==> src/rtl/cmp8_pkg.sv <==
package cmp8_pkg;
  localparam int CH_N   = 8;
  localparam int CNT_W  = 16;
  localparam int ADDR_W = 4;
  localparam int IDX_W  = $clog2(CH_N);

  localparam logic [ADDR_W-1:0] A_SEL   = 4'd0;
  localparam logic [ADDR_W-1:0] A_FORCE = 4'd1;
  localparam logic [ADDR_W-1:0] A_MASK  = 4'd2;
  localparam logic [ADDR_W-1:0] A_DATA  = 4'd3;
  localparam logic [ADDR_W-1:0] A_ACT   = 4'd4;
  localparam logic [ADDR_W-1:0] A_FLAG  = 4'd5;
  localparam logic [ADDR_W-1:0] A_IEN   = 4'd6;
  localparam logic [ADDR_W-1:0] A_CNT   = 4'd7;

  typedef enum logic [1:0] {
    ACT_NONE   = 2'b00,
    ACT_TOGGLE = 2'b01,
    ACT_LOW    = 2'b10,
    ACT_HIGH   = 2'b11
  } actCode_t;

  typedef struct packed {
    logic [CH_N-1:0] forceHit;
    logic [CH_N-1:0] flagClr;
  } strobe_t;
endpackage

==> src/rtl/cmp8_ctrl.sv <==
module cmp8_ctrl
  import cmp8_pkg::*;
(
  input  logic                            clk,
  input  logic                            rstN,
  input  logic                            regWe,
  input  logic [ADDR_W-1:0]               regAddr,
  input  logic [CNT_W-1:0]                regWdata,
  output logic [CNT_W-1:0]                regRdata,
  input  logic [CNT_W-1:0]                cntVal,
  input  logic [CH_N-1:0]                 flagVal,
  output strobe_t                         strb,
  output logic [CH_N-1:0]                 ioSel,
  output logic [CH_N-1:0]                 ocMask,
  output logic [CH_N-1:0]                 ocData,
  output logic [2*CH_N-1:0]               actVec,
  output logic [CH_N-1:0]                 intEn,
  output logic [CH_N-1:0][CNT_W-1:0]      cmpVec
);
  localparam int PAD_W = CNT_W - CH_N;
  localparam int ACT_PAD = CNT_W - 2*CH_N;

  logic cmpSpace;
  assign cmpSpace = regAddr[ADDR_W-1];

  // one-cycle strobes toward the datapath
  always_comb begin
    strb.forceHit = '0;
    strb.flagClr  = '0;
    if (regWe && regAddr == A_FORCE) strb.forceHit = regWdata[CH_N-1:0];
    if (regWe && regAddr == A_FLAG)  strb.flagClr  = regWdata[CH_N-1:0];
  end

  always_ff @(posedge clk or negedge rstN) begin
    if (!rstN) begin
      ioSel  <= '0;
      ocMask <= '0;
      ocData <= '0;
      actVec <= '0;
      intEn  <= '0;
    end else if (regWe && !cmpSpace) begin
      case (regAddr)
        A_SEL:  ioSel  <= regWdata[CH_N-1:0];
        A_MASK: ocMask <= regWdata[CH_N-1:0];
        A_DATA: ocData <= regWdata[CH_N-1:0];
        A_ACT:  actVec <= regWdata[2*CH_N-1:0];
        A_IEN:  intEn  <= regWdata[CH_N-1:0];
        default: ;
      endcase
    end
  end

  for (genvar g = 0; g < CH_N; g++) begin : gCmp
    always_ff @(posedge clk or negedge rstN) begin
      if (!rstN)
        cmpVec[g] <= '0;
      else if (regWe && cmpSpace && regAddr[IDX_W-1:0] == IDX_W'(g))
        cmpVec[g] <= regWdata;
    end
  end

  always_comb begin
    regRdata = '0;
    if (cmpSpace) begin
      regRdata = cmpVec[regAddr[IDX_W-1:0]];
    end else begin
      case (regAddr)
        A_SEL:   regRdata = {{PAD_W{1'b0}}, ioSel};
        A_MASK:  regRdata = {{PAD_W{1'b0}}, ocMask};
        A_DATA:  regRdata = {{PAD_W{1'b0}}, ocData};
        A_ACT:   regRdata = {{ACT_PAD{1'b0}}, actVec};
        A_FLAG:  regRdata = {{PAD_W{1'b0}}, flagVal};
        A_IEN:   regRdata = {{PAD_W{1'b0}}, intEn};
        A_CNT:   regRdata = cntVal;
        default: regRdata = '0;
      endcase
    end
  end
endmodule

==> src/rtl/cmp8_dpath.sv <==
module cmp8_dpath
  import cmp8_pkg::*;
(
  input  logic                       clk,
  input  logic                       rstN,
  input  strobe_t                    strb,
  input  logic [CH_N-1:0]            ioSel,
  input  logic [CH_N-1:0]            ocMask,
  input  logic [CH_N-1:0]            ocData,
  input  logic [2*CH_N-1:0]          actVec,
  input  logic [CH_N-1:0]            intEn,
  input  logic [CH_N-1:0][CNT_W-1:0] cmpVec,
  output logic [CNT_W-1:0]           cntVal,
  output logic [CH_N-1:0]            flagVal,
  output logic [CH_N-1:0]            pinVal,
  output logic                       irq
);
  logic [CNT_W-1:0] cntQ;
  logic [CH_N-1:0]  pinQ, flagQ;
  logic [CH_N-1:0]  hit, evt, actRes, ovr, pinNext, flagNext;
  logic             ch7Evt;

  always_ff @(posedge clk or negedge rstN) begin
    if (!rstN) cntQ <= '0;
    else       cntQ <= cntQ + 1'b1;
  end

  for (genvar g = 0; g < CH_N; g++) begin : gCh
    logic res;
    assign hit[g] = ioSel[g] && (cntQ == cmpVec[g]);
    always_comb begin
      case (actCode_t'(actVec[2*g +: 2]))
        ACT_TOGGLE: res = ~pinQ[g];
        ACT_LOW:    res = 1'b0;
        ACT_HIGH:   res = 1'b1;
        default:    res = pinQ[g];
      endcase
    end
    assign actRes[g] = res;
  end

  assign evt      = ioSel & (hit | strb.forceHit);
  assign ch7Evt   = evt[CH_N-1];
  assign ovr      = {CH_N{ch7Evt}} & ocMask & ioSel;
  assign pinNext  = (ovr & ocData) | (~ovr & evt & actRes) | (~ovr & ~evt & pinQ);
  assign flagNext = (flagQ & ~strb.flagClr) | (hit & ~strb.forceHit);

  always_ff @(posedge clk or negedge rstN) begin
    if (!rstN) begin
      pinQ  <= '0;
      flagQ <= '0;
    end else begin
      pinQ  <= pinNext;
      flagQ <= flagNext;
    end
  end

  assign cntVal  = cntQ;
  assign flagVal = flagQ;
  assign pinVal  = pinQ;
  assign irq     = |(flagQ & intEn);

  AST_FORCE_NO_FLAG: assert property (@(posedge clk) disable iff (!rstN)
    ((strb.forceHit & ~flagQ) != '0) |=> ((flagQ & $past(strb.forceHit & ~flagQ)) == '0));
  AST_MATCH_SETS_FLAG: assert property (@(posedge clk) disable iff (!rstN)
    ((hit & ~strb.forceHit) != '0) |=> ((flagQ & $past(hit & ~strb.forceHit)) == $past(hit & ~strb.forceHit)));
  AST_CH7_OVERRIDE: assert property (@(posedge clk) disable iff (!rstN)
    ch7Evt |=> (((pinQ ^ $past(ocData)) & $past(ocMask & ioSel)) == '0));
  AST_QUIET_HOLD: assert property (@(posedge clk) disable iff (!rstN)
    (evt == '0) |=> $stable(pinQ));
  AST_IC_NO_FLAG: assert property (@(posedge clk) disable iff (!rstN)
    ((~ioSel & ~flagQ) != '0) |=> ((flagQ & $past(~ioSel & ~flagQ)) == '0));
endmodule

==> src/rtl/cmp8_top.sv <==
module cmp8_top
  import cmp8_pkg::*;
(
  input  logic              clk,
  input  logic              rstN,
  input  logic              regWe,
  input  logic [ADDR_W-1:0] regAddr,
  input  logic [CNT_W-1:0]  regWdata,
  output logic [CNT_W-1:0]  regRdata,
  output logic [CH_N-1:0]   pinOut,
  output logic [CH_N-1:0]   pinOe,
  output logic [CH_N-1:0]   flagOut,
  output logic              irq
);
  strobe_t                    strb;
  logic [CH_N-1:0]            ioSel, ocMask, ocData, intEn, flagVal;
  logic [2*CH_N-1:0]          actVec;
  logic [CH_N-1:0][CNT_W-1:0] cmpVec;
  logic [CNT_W-1:0]           cntVal;

  cmp8_ctrl uCtrl (
    .clk(clk), .rstN(rstN), .regWe(regWe), .regAddr(regAddr),
    .regWdata(regWdata), .regRdata(regRdata), .cntVal(cntVal),
    .flagVal(flagVal), .strb(strb), .ioSel(ioSel), .ocMask(ocMask),
    .ocData(ocData), .actVec(actVec), .intEn(intEn), .cmpVec(cmpVec)
  );

  cmp8_dpath uDpath (
    .clk(clk), .rstN(rstN), .strb(strb), .ioSel(ioSel), .ocMask(ocMask),
    .ocData(ocData), .actVec(actVec), .intEn(intEn), .cmpVec(cmpVec),
    .cntVal(cntVal), .flagVal(flagVal), .pinVal(pinOut), .irq(irq)
  );

  assign pinOe   = ioSel;
  assign flagOut = flagVal;
endmodule

==> config.mk <==
export PLATFORM = sky130hd
export DESIGN_NAME = cmp8_top
export DESIGN_NICKNAME = d
export VERILOG_FILES = /design/src/rtl/cmp8_pkg.sv /design/src/rtl/cmp8_ctrl.sv /design/src/rtl/cmp8_dpath.sv /design/src/rtl/cmp8_top.sv
export SDC_FILE = /design/constraint.sdc
export NUM_CORES = 1
export LEC_CHECK = 0
export ABC_CLOCK_PERIOD_IN_PS = 2300
export BUFFER_PORTS_ARGS = -buffer_cell sky130_fd_sc_hd__buf_2
export CORE_MARGIN = 2
export CORE_UTILIZATION = 60
export CTS_BUF_LIST = sky130_fd_sc_hd__clkbuf_2
export DETAILED_ROUTE_END_ITERATION = 10
export MAX_ROUTING_LAYER = met4
export PLACE_DENSITY = 0.9
export SLEW_MARGIN = 15
export SYNTH_ARGS = -nofsm -noshare
export SYNTH_HDL_FRONTEND = slang
export SYNTH_SLANG_ARGS = --single-unit
==> constraint.sdc <==
create_clock -name clk -period 2.3 [get_ports clk]
set_input_delay 0.115 -clock clk [delete_from_list [all_inputs] [get_ports clk]]
set_output_delay 0.115 -clock clk [all_outputs]
set_load 0.05 [all_outputs]
==> flow_summary.yaml <==
floorplan:
  dieArea_um2: 20510
  fp.coreArea_um2: 18890
  start_util_pct: 61.56
  die_h_um: 143.2
  num_io_pins: 64
  fp.dieW_um: 143.2
  rows: 50
drt:
  dr.first_iter.drc_count: 1225
  drtPass1Iterations: 6
  routedWlPerCell_um: 27.15
  postRouteAntennaNets: 0
  drc_errors: 0
  wirelength_mm: 40.02
  vias: 9763
  via_per_inst: 6.623
placement:
  placed_cell_area_um2: 12500
  placed_cells: 1248
  dp_hpwl_mm: 25.11
  numPortBuffers: 63
  gp_congestion: 1.020
synth:
  synth.distinct_cells: 52
  synth_ff_type: "dfrtp_1"
  yosysWarnings: 0
  syn_area_um2: 11630
  avgSynthCellArea_um2: 12.52
  ys_seq_area_share_pct: 44.76
  syn-num-nets: 953
  async_reset_ff_share_pct: 100.0
  synth_top_area_share_pct: 44.76
  ys_top_cells_by_area: "dfrtp_1 45%, mux2_2 19%, mux4_2 6.6%, xnor2_1 6.5%, xor2_1 4.6%"
  yosys-top-cells-count: "208 x dfrtp_1, 196 x mux2_2, 86 x xnor2_1"
  synth_seq_cells: 208
  synth_enable_flop_cells: 0
  yosysTopAreaCell: "dfrtp_1"
  yosysMostFrequentCell: "dfrtp_1"
  synthCells: 929
grt:
  grtUsageTotal_pct: 40.25
  grt_overflow_total: 0
  use_met3_pct: 9.591
  antenna_found_initial: 2
  grt_max_degree: 70
  met1_usage_pct: 50.50
  grt-busiest-layer: "met2"
  use_met2_pct: 60.54
  grt_pass1_vias: 9823
  grt_pass1_wl_mm: 59.27
worst_setup_path:
  slowest_stage: "mux4_2"
  critPathCaptureType: "output port"
  startpoint_type: "flop"
  worstSetupPathType: "reg -> out"
  timing.critical_path.buf_inv: 1
  cp_max_fo: 2
  path_delay_family: "multiplexers"
  slowest_delay_ns: 0.48
  arrival_ns: 2.55
  path_cells: "mux4_2 -> mux2_4 -> a211o_1 -> buf_6"
  cp.required_ns: 2.18
sta:
  finalCritPeriodShare_pct: 116.0
  rsz0062_at_grt: "true"
  clock_skew_ns: 0.05258
  whs_ns: 0.09701
  tns_ns: -3.818
  worst_pin_slew_ns: 0.6852
  maxSlewViolCount: 0
  final_hold_viol_count: 0
  report.final.setup_viol: 23
  min_period_ns: 2.669
  setup_slack_ns: -0.3688
  slew_headroom_pct: 53.97
  clock.fmax_mhz: 374.7
flow_run:
  maxCapViolations: 0
run_status:
  outcome: "finished with violations"
  violations: "negative setup slack"
layout:
  regArea_um2: 5214
  finalInstanceArea_um2: 14410
  multiInputGateArea_um2: 6349
  area_growth_pct: 23.92
  drive_gt1_share_pct: 49.75
  stdcell_count: 1474
  n_fill_cell: 1146
  nets: 1196
clocking:
  numClockSinks: 208
  cts_made_buffers: 53
  clockBufferDepth: 3
  clkTransAtPathRegs_ns: 0.12
  htreeDepth: 2
  clock_latency_ns: 0.89
  root_buffer: "clkbuf_2"
  cts_tree: "yes"
hold_path:
  holdCritPathClass: "in -> reg"
power_and_ir_drop:
  p_per_area_nw_per_um2: 836.0
  p_total_mw: 12.05
  max-vdd-ir-drop_mv: 0.6185
  power_leakage_nw: 6.482
[metal layers]
layer / share of wire [%] / wire length [um] / vias to the layer above
met1: 36 / 14450 / 4814
met2: 46 / 18440 / 792
met4: 6.5 / 2604 / 0
met3: 11 / 4526 / 218
li1: - / - / 3939
met5: 0 / 0 / -
[final timing paths]
kind	startpoint	endpoint	slack [ns]	cells past startpoint
worst max-delay path	uCtrl.cmpVec[52]	regRdata[4]	-0.37	4
max in group asynchronous	rstN	uCtrl.cmpVec[62]	1.19	4
worst min-delay path	regAddr[3]	uCtrl.cmpVec[52]	0.1	5
worst max register to register	uDpath.cntVal[6]	uDpath.pinVal[3]	-0.07	8
worst min register to register	uCtrl.cmpVec[94]	uCtrl.cmpVec[94]	0.55	1
min in group asynchronous	rstN	uCtrl.ocMask[0]	0.34	3
[final cells by class]
type,instances,area share (%)
sequential,208,36.18
clock buffer,81,2.813
antenna,2,0.03473
timing repair buffer,253,14.22
inverter,2,0.05209
clock inverter,14,0.3907
tap,260,2.257
multi-input combinational,654,44.05
[repair_timing]
action                                 4_1_cts  5_1_grt
setup buffers                               91       21
pin swaps                                   10       13
hold buffers                                19        0
gates resized for setup                     78       38
endpoints found under the hold margin      400        0
setup endpoints to repair                   17       23
[worst min-delay path, stage by stage]
cell and delay (ns):
buf_2 0.17, nand2_1 0.18, nor3_2 0.09, buf_12 0.17, mux2_2 0.24
[registers in the layout (all words and copies together) (netlist names)]
register / cells
uCtrl.actVec: 16
uCtrl.cmpVec: 128
uCtrl.intEn: 8
uCtrl.ioSel: 8
uCtrl.ocData: 8
uCtrl.ocMask: 8
uDpath.cntVal: 16
uDpath.flagVal: 8
uDpath.pinVal: 8
[stage by stage]
stage	setup WS, ns	utilization (%)
after floorplan	0.03434	-
after global placement	-0.02790	66.19
after detailed placement	-0.09634	66.19
after CTS	-0.3600	74.48
after global routing	-0.4118	76.28
final	-0.3688	76.28
[report_power, final]
| group | total (mW) | internal (mW) | switching [mW] | leakage, nW |
|---|---|---|---|---|
| Sequential | 5.19 | 4.40 | 0.791 | 2.53 |
| Clock | 2.54 | 0.931 | 1.61 | 0.368 |
| Combinational | 4.31 | 2.14 | 2.17 | 3.58 |
[cells in the final DEF, fill, tap and decap left out, types with 19 or more instances in the layout]
cell / count
a22oi_1: 22
buf_2: 45
buf_4: 158
buf_6: 19
clkbuf_2: 81
dfrtp_1: 201
dlygate4sd3_1: 19
mux2_2: 182
mux4_2: 34
nand2_1: 26
nand3_1: 24
nor2_1: 21
xnor2_1: 86
xor2_1: 60
[kinds of logic (layout without fill, tap and decap cells)]
kind of cell	count (synthesis)	after routing	share of synthesized area [%]
compound gates	94	94	5.874
xor+xnor	147	147	11.07
fa+ha+maj	1	1	0.1076
buf+inv	67	350	3.163
flops	208	208	44.76
mux	247	247	27.03
other cells	0	2	0
simple gates	165	165	8.004
No activity file was read; power rests on OpenSTA's default activity.
